$ cat src/rtl/padwire_pkg.sv
package padwire_pkg;

    typedef enum logic [2:0] {
        PW_IDLE,
        PW_WAIT,
        PW_PADH,
        PW_PADL,
        PW_DATA
    } pw_state_e;

    typedef struct packed {
        logic [7:0] bits;
        logic       last;
    } pw_byte_t;

    localparam int PW_INIT_PADS = 3;
    localparam int PW_BYTE_BITS = 8;

    // Silence needed before a frame: strictly longer than one padded byte.
    function automatic int pw_idle_cycles(input int bit_c, input int pad_c);
        return pad_c + bit_c * (1 + PW_BYTE_BITS) + 1;
    endfunction

    // Pad high must exceed one bit and must not be a whole multiple of it.
    function automatic bit pw_ratio_ok(input int bit_c, input int pad_c);
        return (bit_c > 0) && (pad_c > bit_c) && ((pad_c % bit_c) != 0);
    endfunction

    function automatic logic [15:0] pw_lfsr_next(input logic [15:0] q);
        return {q[14:0], q[15] ^ q[13] ^ q[12] ^ q[10]};
    endfunction

endpackage

$ cat src/rtl/padwire_lfsr.sv
module padwire_lfsr
    import padwire_pkg::*;
#(
    parameter logic [15:0] SEED = 16'hACE1,
    parameter int          BO_W = 3
) (
    input  logic            clk,
    input  logic            rst,
    output logic [BO_W-1:0] rnd_o
);
    logic [15:0] q_r;

    always_ff @(posedge clk) begin
        if (rst) q_r <= SEED;
        else     q_r <= pw_lfsr_next(q_r);
    end

    assign rnd_o = q_r[BO_W-1:0];

    AST_LFSR_LIVE: assert property (@(posedge clk) disable iff (rst)
        q_r != 16'h0);
endmodule

$ cat src/rtl/padwire_idle_gate.sv
module padwire_idle_gate
    import padwire_pkg::*;
#(
    parameter int BIT_CYC = 10,
    parameter int PAD_CYC = 28,
    parameter int BO_W    = 2,
    parameter int CNT_W   = 16
) (
    input  logic            clk,
    input  logic            rst,
    input  logic            arm_i,
    input  logic            bus_i,
    input  logic [BO_W-1:0] rnd_i,
    output logic            clear_o
);
    localparam int IDLE_CYC = pw_idle_cycles(BIT_CYC, PAD_CYC);

    logic [CNT_W-1:0] cnt_q;
    logic [CNT_W-1:0] target_q;

    assign clear_o = arm_i && !bus_i && (cnt_q == target_q - 1'b1);

    always_ff @(posedge clk) begin
        if (rst) begin
            cnt_q    <= '0;
            target_q <= CNT_W'(IDLE_CYC);
        end else if (!arm_i || bus_i) begin
            cnt_q    <= '0;
            target_q <= CNT_W'(IDLE_CYC) + CNT_W'(rnd_i) * CNT_W'(BIT_CYC);
        end else if (!clear_o) begin
            cnt_q <= cnt_q + 1'b1;
        end
    end

    AST_GATE_LONG: assert property (@(posedge clk) disable iff (rst)
        clear_o |-> cnt_q >= CNT_W'(IDLE_CYC - 1));
    AST_GATE_QUIET: assert property (@(posedge clk) disable iff (rst)
        clear_o |-> $past(!bus_i));
endmodule

$ cat src/rtl/padwire_framer.sv
module padwire_framer
    import padwire_pkg::*;
#(
    parameter int BIT_CYC   = 10,
    parameter int PAD_CYC   = 28,
    parameter int MAX_BYTES = 65535,
    parameter int SEG_W     = 8,
    parameter int BCNT_W    = 17
) (
    input  logic       clk,
    input  logic       rst,
    input  logic       start_i,
    input  logic       clear_i,
    output logic       arm_o,
    input  logic       byte_valid_i,
    input  logic [7:0] byte_data_i,
    input  logic       byte_last_i,
    output logic       byte_ready_o,
    input  logic       bus_i,
    output logic       line_out_o,
    output logic       line_oe_o,
    output logic       busy_o,
    output logic       done_o,
    output logic       abort_o
);
    pw_state_e         st_q;
    logic [SEG_W-1:0]  cyc_q;
    logic [2:0]        bit_q;
    logic [1:0]        pad_q;
    logic              init_q;
    pw_byte_t          cur_q;
    logic [BCNT_W-1:0] nbytes_q;
    logic              low_q;
    logic              done_q;
    logic              abort_q;

    logic drive_low, collide, pad_end, bit_end, final_byte;

    assign line_oe_o    = (st_q == PW_PADH) || (st_q == PW_PADL) || (st_q == PW_DATA);
    assign line_out_o   = (st_q == PW_PADH) || ((st_q == PW_DATA) && cur_q.bits[0]);
    assign drive_low    = line_oe_o && !line_out_o;
    assign collide      = low_q && drive_low && bus_i;
    assign byte_ready_o = (st_q == PW_PADH) && !init_q && (cyc_q == '0);
    assign pad_end      = (cyc_q == SEG_W'(PAD_CYC - 1));
    assign bit_end      = (cyc_q == SEG_W'(BIT_CYC - 1));
    assign final_byte   = byte_last_i || (nbytes_q == BCNT_W'(MAX_BYTES - 1));
    assign arm_o        = (st_q == PW_WAIT);
    assign busy_o       = (st_q != PW_IDLE);
    assign done_o       = done_q;
    assign abort_o      = abort_q;

    always_ff @(posedge clk) begin
        if (rst) begin
            st_q     <= PW_IDLE;
            cyc_q    <= '0;
            bit_q    <= '0;
            pad_q    <= '0;
            init_q   <= 1'b0;
            cur_q    <= '0;
            nbytes_q <= '0;
            low_q    <= 1'b0;
            done_q   <= 1'b0;
            abort_q  <= 1'b0;
        end else begin
            done_q  <= 1'b0;
            abort_q <= 1'b0;
            low_q   <= drive_low;
            unique case (st_q)
                PW_IDLE: if (start_i) st_q <= PW_WAIT;
                PW_WAIT: if (clear_i) begin
                    st_q     <= PW_PADH;
                    cyc_q    <= '0;
                    init_q   <= 1'b1;
                    pad_q    <= '0;
                    nbytes_q <= '0;
                end
                PW_PADH: begin
                    if (byte_ready_o && !byte_valid_i) begin
                        abort_q <= 1'b1;
                        st_q    <= PW_IDLE;
                    end else begin
                        if (byte_ready_o) begin
                            cur_q.bits <= byte_data_i;
                            cur_q.last <= final_byte;
                            nbytes_q   <= nbytes_q + 1'b1;
                        end
                        if (pad_end) begin
                            st_q  <= PW_PADL;
                            cyc_q <= '0;
                        end else begin
                            cyc_q <= cyc_q + 1'b1;
                        end
                    end
                end
                PW_PADL: begin
                    if (collide) begin
                        abort_q <= 1'b1;
                        st_q    <= PW_IDLE;
                    end else if (bit_end) begin
                        cyc_q <= '0;
                        bit_q <= '0;
                        if (init_q) begin
                            st_q <= PW_PADH;
                            if (pad_q == 2'(PW_INIT_PADS - 1)) init_q <= 1'b0;
                            else                               pad_q  <= pad_q + 1'b1;
                        end else begin
                            st_q <= PW_DATA;
                        end
                    end else begin
                        cyc_q <= cyc_q + 1'b1;
                    end
                end
                PW_DATA: begin
                    if (collide) begin
                        abort_q <= 1'b1;
                        st_q    <= PW_IDLE;
                    end else if (bit_end) begin
                        cyc_q      <= '0;
                        cur_q.bits <= {1'b0, cur_q.bits[7:1]};
                        if (bit_q == 3'(PW_BYTE_BITS - 1)) begin
                            if (cur_q.last) begin
                                done_q <= 1'b1;
                                st_q   <= PW_IDLE;
                            end else begin
                                st_q <= PW_PADH;
                            end
                        end else begin
                            bit_q <= bit_q + 1'b1;
                        end
                    end else begin
                        cyc_q <= cyc_q + 1'b1;
                    end
                end
                default: st_q <= PW_IDLE;
            endcase
        end
    end

    AST_READY_PULSE: assert property (@(posedge clk) disable iff (rst)
        byte_ready_o |=> !byte_ready_o);
    AST_DONE_FREE: assert property (@(posedge clk) disable iff (rst)
        done_o |-> (!line_oe_o && !busy_o));
    AST_UNDERRUN: assert property (@(posedge clk) disable iff (rst)
        (byte_ready_o && !byte_valid_i) |=> (abort_o && !line_oe_o));
    AST_COLLIDE_STOP: assert property (@(posedge clk) disable iff (rst)
        collide |=> (abort_o && !line_oe_o));
    AST_BIT_STABLE: assert property (@(posedge clk) disable iff (rst)
        (st_q == PW_DATA && cyc_q != '0) |-> $stable(line_out_o));
    AST_MAX_BYTES: assert property (@(posedge clk) disable iff (rst)
        nbytes_q <= BCNT_W'(MAX_BYTES));
endmodule

$ cat src/rtl/padwire_tx.sv
module padwire_tx
    import padwire_pkg::*;
#(
    parameter int          BIT_CYC   = 10000,
    parameter int          PAD_CYC   = 28000,
    parameter int          BO_W      = 3,
    parameter int          MAX_BYTES = 65535,
    parameter logic [15:0] LFSR_SEED = 16'hACE1
) (
    input  logic       clk,
    input  logic       rst,
    input  logic       frame_start,
    input  logic       byte_valid,
    input  logic [7:0] byte_data,
    input  logic       byte_last,
    output logic       byte_ready,
    input  logic       bus_in,
    output logic       line_out,
    output logic       line_oe,
    output logic       busy,
    output logic       done,
    output logic       abort
);
    localparam int IDLE_CYC = pw_idle_cycles(BIT_CYC, PAD_CYC);
    localparam int TGT_MAX  = IDLE_CYC + ((1 << BO_W) - 1) * BIT_CYC;
    localparam int CNT_W    = $clog2(TGT_MAX + 1);
    localparam int SEG_W    = $clog2(PAD_CYC + 1);
    localparam int BCNT_W   = $clog2(MAX_BYTES + 1);

    if (!pw_ratio_ok(BIT_CYC, PAD_CYC)) begin : g_bad_ratio
        $error("pad high must exceed one bit and not be a whole multiple of it");
    end
    if (BO_W < 1 || BO_W > 16 || MAX_BYTES < 1 || MAX_BYTES > 65535) begin : g_bad_size
        $error("back-off width or frame byte limit out of range");
    end

    logic [BO_W-1:0] rnd;
    logic            arm;
    logic            clear;

    padwire_lfsr #(.SEED(LFSR_SEED), .BO_W(BO_W)) u_lfsr (
        .clk(clk), .rst(rst), .rnd_o(rnd)
    );

    padwire_idle_gate #(
        .BIT_CYC(BIT_CYC), .PAD_CYC(PAD_CYC), .BO_W(BO_W), .CNT_W(CNT_W)
    ) u_gate (
        .clk(clk), .rst(rst), .arm_i(arm), .bus_i(bus_in), .rnd_i(rnd), .clear_o(clear)
    );

    padwire_framer #(
        .BIT_CYC(BIT_CYC), .PAD_CYC(PAD_CYC), .MAX_BYTES(MAX_BYTES),
        .SEG_W(SEG_W), .BCNT_W(BCNT_W)
    ) u_framer (
        .clk(clk), .rst(rst), .start_i(frame_start), .clear_i(clear), .arm_o(arm),
        .byte_valid_i(byte_valid), .byte_data_i(byte_data), .byte_last_i(byte_last),
        .byte_ready_o(byte_ready), .bus_i(bus_in), .line_out_o(line_out),
        .line_oe_o(line_oe), .busy_o(busy), .done_o(done), .abort_o(abort)
    );
endmodule

$ cat config.mk
export PLATFORM = sky130hd
export DESIGN_NAME = padwire_tx
export DESIGN_NICKNAME = d
export VERILOG_FILES = /design/src/rtl/padwire_pkg.sv /design/src/rtl/padwire_lfsr.sv /design/src/rtl/padwire_idle_gate.sv /design/src/rtl/padwire_framer.sv /design/src/rtl/padwire_tx.sv
export SDC_FILE = /design/constraint.sdc
export NUM_CORES = 1
export LEC_CHECK = 0
export CORE_UTILIZATION = 57
export CTS_BUF_LIST = sky130_fd_sc_hd__clkbuf_2
export CTS_CLUSTER_DIAMETER = 200
export DETAILED_ROUTE_END_ITERATION = 7
export PLACE_DENSITY = 0.78
export SLEW_MARGIN = 20
export SYNTH_ARGS = -nofsm -noshare
export SYNTH_HDL_FRONTEND = slang
export SYNTH_SLANG_ARGS = --single-unit
$ cat constraint.sdc
create_clock -name clk -period 3.35 [get_ports clk]
set_input_delay 0.5025 -clock clk [delete_from_list [all_inputs] [get_ports clk]]
set_output_delay 0.5025 -clock clk [all_outputs]
set_load 0.1 [all_outputs]
### Word-level counts from Yosys, hierarchy flattened

Index checks and enable logic that the tools add are counted.

* add/sub/neg operators: 7
* $mul: 1
* eq/ne operators: 26
* mux-type cells: 49
* bitwise logic cells: 7
* reductions and logical operators: 38

Operators by type and width (number)
* 15-bit two-way mux: 5
* 16-bit two-way mux: 3
* 3-bit two-way mux: 15
* 15-bit one-hot mux with 3 select lines: 1
* 16-bit one-hot mux with 2 select lines: 1
* 17-bit by 17-bit adder with 18-bit output (first input constant): 1
* 18-bit by 1-bit adder with 18-bit output (second input constant): 1
* 18-bit equality test: 1
* 9-bit two-way mux: 2
* 6-bit AND reduction: 3
* 18-bit by 1-bit subtractor with 18-bit output (second input constant): 1
* 16-bit by 1-bit adder with 16-bit output (second input constant): 1
* 16-bit equality test (second input constant): 1
* 8-bit two-way mux: 2
* 2-bit inequality test (second input constant): 8
* 8-bit one-hot mux with 2 select lines: 1
* 15-bit by 1-bit adder with 15-bit output (second input constant): 1
* 15-bit by 14-bit equality test with 1-bit output (second input constant): 1
* 15-bit equality test (second input constant): 1
* 15-bit logical NOT: 1
* 3-bit one-hot mux with 5 select lines: 1
* 3-bit by 10-bit multiplier with 13-bit output (second input constant): 1
* 2-bit two-way mux: 6
* 4-bit AND reduction: 3
* other kinds (25): 66

* register bits after elaboration: 104
* bits of input ports: 14

### Depth between registers and ports, before layout

Gate-level depths: netlist (run 1).

* depth in word-level cells: 9
* mapped depth: 12
* gate-level depth less buffers: 11

### Cells and area by module

From an unflattened synthesis (run 1), not the netlist that was laid out.

* cells, all modules: 624
* area total of the unflattened synthesis: 5406.4 um2

Modules (own cells, without submodules)
* padwire_framer: instances 1, cells each 354, area an instance 2920.3 um2, sequential area each 1041.0 um2
* padwire_idle_gate: instances 1, cells each 231, area an instance 2009.4 um2, sequential area each 640.6 um2
* padwire_lfsr: instances 1, cells each 39, area an instance 476.7 um2, sequential area each 320.3 um2

### Worst setup path after synthesis (run 1)

Ideal clock, no wire load.

* path kind: register -> register
* start point: register u_lfsr.q_r[0]
* end point: register u_gate.target_q[16]
* library setup time: 136 ps
* arrival time: 3281 ps
* path slack: -66 ps
* stages on the path, launching flop included: 13
* path buffers: 1
* period minus slack after synthesis: 3416 ps
* cell sequence: dfxtp_1 -> clkbuf_1 -> inv_1 -> fa_1 -> inv_1 -> ha_1 -> fa_1 -> nand2b_1 -> or4_1 -> nand3_1 -> a211oi_1 -> a2111oi_0 -> a211oi_1

* word-level cells in the longest chain between the ends: 2

RTL lines
* start: declaration: RTL line padwire_lfsr.sv:11 `logic [15:0] q_r;`
* start signal: assignment: RTL line padwire_lfsr.sv:15 `else q_r <= pw_lfsr_next(q_r);`
* 3-bit by 10-bit multiplier with 13-bit output: RTL line padwire_idle_gate.sv:29 `target_q <= CNT_W'(IDLE_CYC) + CNT_W'(rnd_i) * CNT_W'(BIT_CYC);`
* 17-bit by 17-bit adder with 18-bit output: RTL line padwire_idle_gate.sv:29
* end signal: assignment: RTL line padwire_idle_gate.sv:26 `target_q <= CNT_W'(IDLE_CYC);`
* end signal: assignment: RTL line padwire_idle_gate.sv:29
* end: declaration: RTL line padwire_idle_gate.sv:19 `logic [CNT_W-1:0] target_q;`

Every way passes these cells.
A chain may end at the register's enable or synchronous reset.

### Worst setup path in the final report (run 1)

* start point: register u_lfsr.q_r[2]
* end point: register u_gate.target_q[16]

The elaborated chain is that of the path after synthesis.

==> results.cfg, run 1 <==
[routing]
ant_nets = 0
avgViaCountPerCell = 6.10
drc = 0
wl_per_cell_um = 14.9
drtPass1Iterations = 5
vias = 4556
drt_iter0_drc = 229
wirelength_um = 11100

[critical_path]
cp.required_ns = 3.83
cp-start-kind = flop
worst-path-max-fanout = 7
critPathKind = flop to flop
critical_path_arrival_ns = 3.64
end_kind = flop

[die]
die_w_um = 98.7
die_area_sq_mm = 0.00975
coreArea_sq_mm = 0.00889
start_util_pct = 60.0
ios = 20
rows = 34
die_y_um = 98.7

[sta]
setup_ws_ns = 0.185
fin_skew_ns = 0.0324
tightest_slew_ns = 0.964
period_needed_ns = 3.17
fmax_mhz = 316
fin_crit_sh_pct = 94.5
setup_viol = 0
hold_viol_final = 0
relSlewSlack_pct = 35.5
grt_setup_unrepaired = no
drv_slew = 0
tns_ns = 0

[layout]
finalNetCount = 670
finalNonFillerCells = 747
drive_gt1_share_pct = 8.45
area.growth.synth_to_final_pct = 6.54
fillCellCount = 777
diodes = 0

[logic_synthesis]
synth_cell_types = 67
synth_seq_area_share_pct = 37.5
yosysWarningCount = 0
synth_edf_count = 0
yosys_register_bits = 100
synth_nets = 662
syn_inst = 626
syn_area_sq_mm = 0.00534
async_flop_share_pct = 0
synth_top_flop_cell = dfxtp_1
synth_area_per_cell_sq_um = 8.52

[placed_design]
portBuffers = 19
gp_congestion = 0.861
pre_cts_slack_ns = 0.102
place_inst = 731
dp_hpwl_um = 7940

[power_and_ir_drop]
p_leak_uw = 0.00200
peakVddDrop_mv = 0.279
powerDensity_mw_per_mm2 = 556

[hold_path]
hp-class = input pin to flop

[global_route]
antenna_found_initial = 0
grt_max_degree = 62
grt_pass1_wl_um = 19200
grt_usage_pct = 24.0
grt-ovfl-total = 0
grt_pass1_vias = 4189

[clocking]
clk_pin_slew_ns = 0.27
clk_latency_ns = 0.57
cts_tree = done
clockBufferDepth = 2
cts.htree.levels = 3
clock-root-buffer = clkbuf_2
cts_sinks = 100
cts_setup_buffers = 0
numCtsBuffers = 9

[run]
maxCapViolations = 0

[outcome]
status = finished clean
metrics by stage:
stage / utilization, % / hold WS (ns) / area, sq um / power, uW
2_1_floorplan: - / 0.389 / 5340 / 2230
3_3_place_gp: 62.1 / 0.395 / 5520 / 2430
3_5_place_dp: 62.1 / 0.399 / 5520 / 2450
4_1_cts: 63.9 / 0.293 / 5680 / 3170
5_1_grt: 63.9 / 0.284 / 5680 / 3350
6_report: 63.9 / 0.309 / 5680 / 3160
worst max-delay path, stage by stage (launching register included):
cell and delay, ns:
dfxtp_2 0.42, inv_1 0.15, fa_1 0.51, inv_1 0.04, ha_1 0.21, fa_1 0.44
nand2b_1 0.20, or4_1 0.50, nand3_1 0.13, a211oi_1 0.10, a2111oi_1 0.31, a211oi_1 0.08
synthesized netlist by cell type, types with 4 or more instances:
master    count  area (sq um)
xor2_1       16           140
nor3b_1       6          45.0
o31ai_1       8          60.1
and2_1        7          43.8
nor3_1       14          70.1
xnor2_1      25           219
mux2i_1       7          70.1
o211ai_1      8          60.1
nor2_1       53           199
a21oi_1      44           220
buf_6         4          45.0
o21ai_0      24           120
dfxtp_1     100          2000
ha_1         19           238
a22oi_1       7          52.6
nand3_1      26           130
and3_1        9          56.3
or2_2         9          56.3
or4_1        13          97.6
nand2b_1     10          62.6
or3_1         9          56.3
nand4_1      16           100
nor2b_1      11          68.8
a211oi_1      7          52.6
nand2_1      57           214
nor4_1        6          37.5
inv_1        22          82.6
a311oi_1     13           114
clkbuf_1     19          71.3
power by group:
| group | internal [uW] | leakage, uW | switching [uW] |
|---|---|---|---|
| sequential | 1300 | 0.000816 | 96.7 |
| combinational | 379 | 0.00109 | 663 |
| clock | 326 | 0.0000925 | 394 |
| total | 2000 | 0.00200 | 1150 |
sequential cells by signal (all words and copies together), names as in the netlist:
signal / cells
u_framer.st_q: 3
u_framer.low_q: 1
u_framer.bit_q: 3
u_framer.abort_o: 1
u_framer.init_q: 1
u_framer.nbytes_q: 16
u_lfsr.q_r: 16
u_gate.target_q: 14
u_gate.cnt_q: 18
u_framer.done_o: 1
u_framer.cyc_q: 15
u_framer.cur_q: 9
u_framer.pad_q: 2
routing by layer:
metal	track usage (%)	routed length [um]	vias to the layer above	part of all wire [%]
met3	4.11	515	21	4.6
met5	0	0	-	0
met4	8.15	233	0	2.1
met1	31.8	5220	2134	47
met2	39.8	5150	125	46
li1	-	-	2276	-
worst paths after layout:
path	start	endpoint	slack (ns)	depth (start not counted)
worst min-delay path	rst	u_framer.nbytes_q[10]	0.31	4
worst max-delay path	u_lfsr.q_r[2]	u_gate.target_q[16]	0.18	11
worst min register to register	u_lfsr.q_r[11]	u_lfsr.q_r[12]	0.44	1
worst max register to register	u_lfsr.q_r[2]	u_gate.target_q[16]	0.18	11
cells by family after synthesis:
family | Yosys count | share of synthesized area, %
buffers and inverters | 53 | 5.16
and+or+nand+nor | 266 | 26.9
DFF | 100 | 37.5
xor gates and xnor gates | 41 | 6.73
AOI/OAI and AO/OA | 137 | 16.8
adders and majority gates | 22 | 5.58
muxes | 7 | 1.31
cell usage in the layout, fill, tap and decap left out, drive strengths merged, types with 8 or more instances in the layout:
cell type	netlist	layout
dfxtp	100	100
nand2	57	57
nor2	54	54
a21oi	44	44
nand3	26	26
o21ai	26	26
xnor2	25	25
inv	22	23
ha	19	19
nand4	16	16
xor2	16	16
nor3	15	15
or4	15	15
clkdlybuf4s50	0	14
buf	8	14
a311oi	13	13
nor2b	11	11
nand2b	10	10
clkbuf	22	10
and3	10	10
or3	9	9
or2	9	9
o211ai	8	8
o31ai	8	8
nor4	8	8
what timing repair did:
| item | 4_1_cts | 5_1_grt |
|---|---|---|
| hold buffers | 0 | 0 |
| setup endpoints to repair | 0 | 3 |
| gates resized for setup | 0 | 2 |
final cells by class:
cell class / count / area, sq um / share of cell area (%)
multi-input cells: 473 / 3060 / 53.8
inverters: 22 / 82.6 / 1.45
clock buffers: 10 / 50.0 / 0.880
well taps: 108 / 135 / 2.38
clock inverters: 6 / 111 / 1.96
repair buffers: 28 / 243 / 4.27
flip-flops and latches: 100 / 2000 / 35.2
Note: power is estimated with default switching activity, not from simulation.
==> run 2, diff against run 1 <==
==> constraint.sdc (replaced) <==
create_clock -name clk -period 3.35 [get_ports clk]
set_input_delay 0.335 -clock clk [delete_from_list [all_inputs] [get_ports clk]]
set_output_delay 0.335 -clock clk [all_outputs]
set_load 0.1 [all_outputs]
==> run 2 against run 1 <==
  * Register-to-register slack better by 0.02 ns
  * Largest power group unchanged
  * Final area is 0.70% lower
  * Clock-buffer cell count stayed put
  * Die area stayed put
  * Worst hold slack worse by 0.26 ns
  * Combinational power hardly changed
  * Clock power is 21% lower
  * Critical path depth stayed put
  * Fmax is 0.73% higher
  * Via count is 0.29% higher
  * Critical path type unchanged
==> results.cfg, run 2 (same netlist as run 1, synthesis figures left out) <==
[outcome]
status = finished clean

[sta]
fin_skew_ns = 0.0257
tns_ns = 0
fmax_mhz = 318
tightest_slew_ns = 0.959
hold_viol_final = 0
fin_crit_sh_pct = 93.8
setup_viol = 0
hold-worst-slack_ns = 0.0523
relSlewSlack_pct = 35.9
grt_setup_unrepaired = no
period_needed_ns = 3.14
drv_slew = 0

[clocking]
cts_sinks = 100
clock-root-buffer = clkbuf_2
clk_latency_ns = 0.55
clockBufferDepth = 2
ctsResizeCount = 0
cts_tree = done
cts_setup_buffers = 0
cts.htree.levels = 3
clk_pin_slew_ns = 0.26
hold_buffers = 0
numCtsBuffers = 9

[global_route]
grt-ovfl-total = 0
grt_usage_pct = 23.6
antenna_found_initial = 0
grt_pass1_vias = 4279
grt_max_degree = 56
grt_pass1_wl_um = 18800

[routing]
vias = 4569
drtPass1Iterations = 5
drc = 0
drt_iter0_drc = 222
wl_per_cell_um = 14.8
avgViaCountPerCell = 6.11
wirelength_um = 11100
ant_nets = 0

[layout]
layout_commonest_cell = dfxtp_1
largest_register_ffs = 18
area.growth.synth_to_final_pct = 5.79
diodes = 0
final_cell_mix = dfxtp_1 (99), nand2_1 (57), nor2_1 (53)
top_regs = u_gate.cnt_q: 18 flops, u_framer.nbytes_q: 16 flops, u_lfsr.q_r: 16 flops
largest_register = u_gate.cnt_q
fillCellCount = 742
finalNetCount = 671
drive_gt1_share_pct = 8.44

[die]
rows = 34
start_util_pct = 60.0
die_area_sq_mm = 0.00975
ios = 20
die_y_um = 98.7
die_w_um = 98.7
coreArea_sq_mm = 0.00889

[critical_path]
slowest_stage = or4_1
critPathKind = flop to flop
reg2reg_depth = 11
end_kind = flop
cp-start-kind = flop
max_stage_delay_ns = 0.52
path_buf_inv = 2
path_cells = inv_1, fa_1, inv_1, ha_1, fa_1, nand2b_1, or4_1, nand3_1, a211oi_1, a2111oi_1, a211oi_1
worst-path-max-fanout = 7
crit_family = adder cells
critical_path_arrival_ns = 3.59
cp.required_ns = 3.79
cp.depth = 11

[placed_design]
gp_congestion = 0.861
portBuffers = 19
dp_hpwl_um = 7880

[hold_path]
whs_path_depth = 2
hp-class = input pin to flop

[power_and_ir_drop]
peakVddDrop_mv = 0.269
p_leak_uw = 0.00198
powerDensity_mw_per_mm2 = 534
power_uw = 3010

[run]
maxCapViolations = 0
[run 2: final timing paths]
check / endpoint / slack [ns] / startpoint
worst max-delay path: u_gate.target_q[16] / 0.21 / u_lfsr.q_r[2]
worst min-delay path: u_framer.bit_q[2] / 0.05 / rst
worst max register to register: u_gate.target_q[16] / 0.21 / u_lfsr.q_r[2]
worst min register to register: u_lfsr.q_r[7] / 0.44 / u_lfsr.q_r[6]
[run 2: layout make-up]
cell class,instances,area (sq um),area share [%]
inverters,22,82.6,1.46
clock buffers,10,50.0,0.887
clock inverters,6,63.8,1.13
repair buffers,29,250,4.43
multi-input cells,473,3060,54.2
flip-flops and latches,100,2000,35.5
well taps,108,135,2.39
[run 2: power by group]
group | total [uW] | internal, uW | switching [uW]
logic | 1040 | 376 | 665
clock network | 572 | 176 | 396
registers | 1400 | 1300 | 102
total | 3010 | 1850 | 1160
[run 2: worst reg2reg max path, stage by stage, from the launching register on]
cell,delay [ns]
dfxtp_2,0.43
inv_1,0.15
fa_1,0.51
inv_1,0.04
ha_1,0.21
fa_1,0.43
nand2b_1,0.20
or4_1,0.52
nand3_1,0.13
a211oi_1,0.09
a2111oi_1,0.27
a211oi_1,0.07
[run 2: stage by stage]
stage / util [%] / setup WS [ns] / instances / area [sq um]
2_1_floorplan: - / 0.0332 / 626 / 5340
3_3_place_gp: 62.2 / 0.271 / 732 / 5530
3_5_place_dp: 62.2 / 0.161 / 732 / 5530
4_1_cts: 63.5 / 0.126 / 748 / 5640
5_1_grt: 63.5 / 0.0397 / 748 / 5640
6_report: 63.5 / 0.208 / 748 / 5640
[run 2: layer usage]
| layer | global-route usage [%] | wire length [um] | vias up |
|---|---|---|---|
| li1 | - | - | 2274 |
| met1 | 29.6 | 5070 | 2135 |
| met2 | 39.6 | 5210 | 136 |
| met3 | 5.18 | 576 | 24 |
| met4 | 8.96 | 244 | 0 |
| met5 | 0 | 0 | - |
==> run 3, diff against run 2 <==
- GPL_TIMING_DRIVEN: unset -> 0
==> run 3 against run 2 <==
  * Sequential power about the same
  * Flip-flop and latch count stayed put
  * Total power grew 13%
  * Clock skew rose by 0.0096 ns
  * Clock-buffer cell count did not move
  * Critical endpoint is now u_gate.target_q[15]
  * Largest power group unchanged
  * Register-to-register slack got worse by 0.03 ns
  * Final cell count grew 2.8%
  * Fmax down 1.1%
  * Global-route usage grew 2.3 points
==> results.cfg, run 3 (same netlist as run 1, synthesis figures left out) <==
[outcome]
status = finished clean

[clocking]
clock-root-buffer = clkbuf_2
clk_latency_ns = 0.56
clockBufferDepth = 2
cts_sinks = 100
cts_tree = done
cts.htree.levels = 3
clk_pin_slew_ns = 0.26
numCtsBuffers = 9
hold_buffers = 0

[power_and_ir_drop]
p_leak_uw = 0.00211
power_uw = 3390
peakVddDrop_mv = 0.269
powerDensity_mw_per_mm2 = 575

[placed_design]
dp_hpwl_um = 8850
gp_congestion = 0.956
portBuffers = 18

[sta]
tns_ns = 0
drv_slew = 0
period_needed_ns = 3.18
grt_setup_unrepaired = no
fin_crit_sh_pct = 94.8
relSlewSlack_pct = 35.1
setup_viol = 0
fin_skew_ns = 0.0353
hold_viol_final = 0
tightest_slew_ns = 0.972
fmax_mhz = 315

[hold_path]
whs_path_depth = 3
hold-path-endpoint = u_gate.target_q[14]
hold_path.startpoint = rst
hp-class = input pin to flop

[global_route]
grt-ovfl-total = 0
grt_usage_pct = 25.8
grt_pass1_wl_um = 20600
grt_pass1_vias = 4452
antenna_found_initial = 0
grt_max_degree = 17

[run]
maxCapViolations = 0

[critical_path]
rrSetupSlack_ns = 0.17
reg2reg_depth = 12
cp.required_ns = 3.79
critPathKind = flop to flop
worstReg2RegStart = u_lfsr.q_r[0]
end_kind = flop
cp-start-kind = flop
worst-path-max-fanout = 10
r2r-end = u_gate.target_q[15]
critical_path_arrival_ns = 3.61

[layout]
largest_register_ffs = 18
area.growth.synth_to_final_pct = 10.6
diodes = 0
largest_register = u_gate.cnt_q
top_regs = u_gate.cnt_q: 18 flops, u_framer.nbytes_q: 16 flops, u_lfsr.q_r: 16 flops
fillCellCount = 732
drive_gt1_share_pct = 8.47
multiInputGateArea_sq_mm = 0.00307
layout_commonest_cell = dfxtp_1
fin_util_pct = 66.4
finalNetCount = 692
final_cell_mix = dfxtp_1 (99), nand2_1 (57), nor2_1 (53)
regArea_sq_mm = 0.00201

[die]
die_area_sq_mm = 0.00975
start_util_pct = 60.0
die_y_um = 98.7
ios = 20
die_w_um = 98.7
rows = 34
coreArea_sq_mm = 0.00889

[routing]
drc = 0
wirelength_um = 12100
drt_iter0_drc = 287
vias = 4784
wl_per_cell_um = 15.7
avgViaCountPerCell = 6.22
drtPass1Iterations = 5
ant_nets = 0
[run 3: worst max path at each step]
stage                       start                  end  slack [ns]  cells after the start
floorplan           u_lfsr.q_r[0]  u_gate.target_q[16]        0.03                     12
detailed placement  u_lfsr.q_r[0]  u_gate.target_q[16]       -0.40                     12
global placement    u_lfsr.q_r[0]  u_gate.target_q[15]       -0.24                     12
CTS                 u_lfsr.q_r[0]  u_gate.target_q[16]        0.03                     12
finish              u_lfsr.q_r[0]  u_gate.target_q[15]        0.17                     12
global route        u_lfsr.q_r[0]  u_gate.target_q[13]        0.01                     11
[run 3: worst max-delay path: stages (launching register included)]
cell and delay [ns]:
dfxtp_4 0.42, clkbuf_8 0.16, inv_1 0.09, fa_1 0.55, inv_1 0.05, ha_1 0.22, fa_2 0.39, nand2b_4 0.16
or4_1 0.49, a31oi_1 0.18, nor2_1 0.09, xnor2_1 0.18, o211ai_1 0.09
[run 3: layout make-up]
class	instances	share of cell area [%]
flip-flops and latches	100	34.0
inverters	22	1.40
repair buffers	19	3.24
clock buffers	10	0.848
plain buffers	31	3.44
well taps	108	2.29
clock inverters	6	2.69
multi-input cells	473	52.1
[run 3: per-stage QoR]
stage | hold slack [ns] | setup slack, ns | instance area (sq um) | cells
detailed placement | 0.399 | -0.396 | 5650 | 752
global placement | 0.390 | -0.236 | 5650 | 752
finish | 0.366 | 0.173 | 5900 | 769
floorplan | 0.389 | 0.0332 | 5340 | 626
global route | 0.319 | 0.0117 | 5900 | 769
CTS | 0.309 | 0.0251 | 5880 | 769
[run 3: per-layer routing]
metal  GRT usage [%]  up-vias  wire length (um)
met1            33.9     2296              5450
met5               0        -                 0
met2            44.0      156              5850
li1                -     2316                 -
met4            7.81        0               177
met3            3.83       16               612
[run 3: timing repair]
item,in CTS,in global routing
cloned,0,0
resized for setup,7,4
pin swaps,1,2
endpoints found under the setup margin,6,4
buffers inserted,1,0
[run 3: report_power, final]
| group | internal [uW] | switching, uW | total (uW) |
|---|---|---|---|
| clock network | 476 | 411 | 887 |
| registers | 1300 | 87.0 | 1390 |
| logic | 401 | 718 | 1120 |
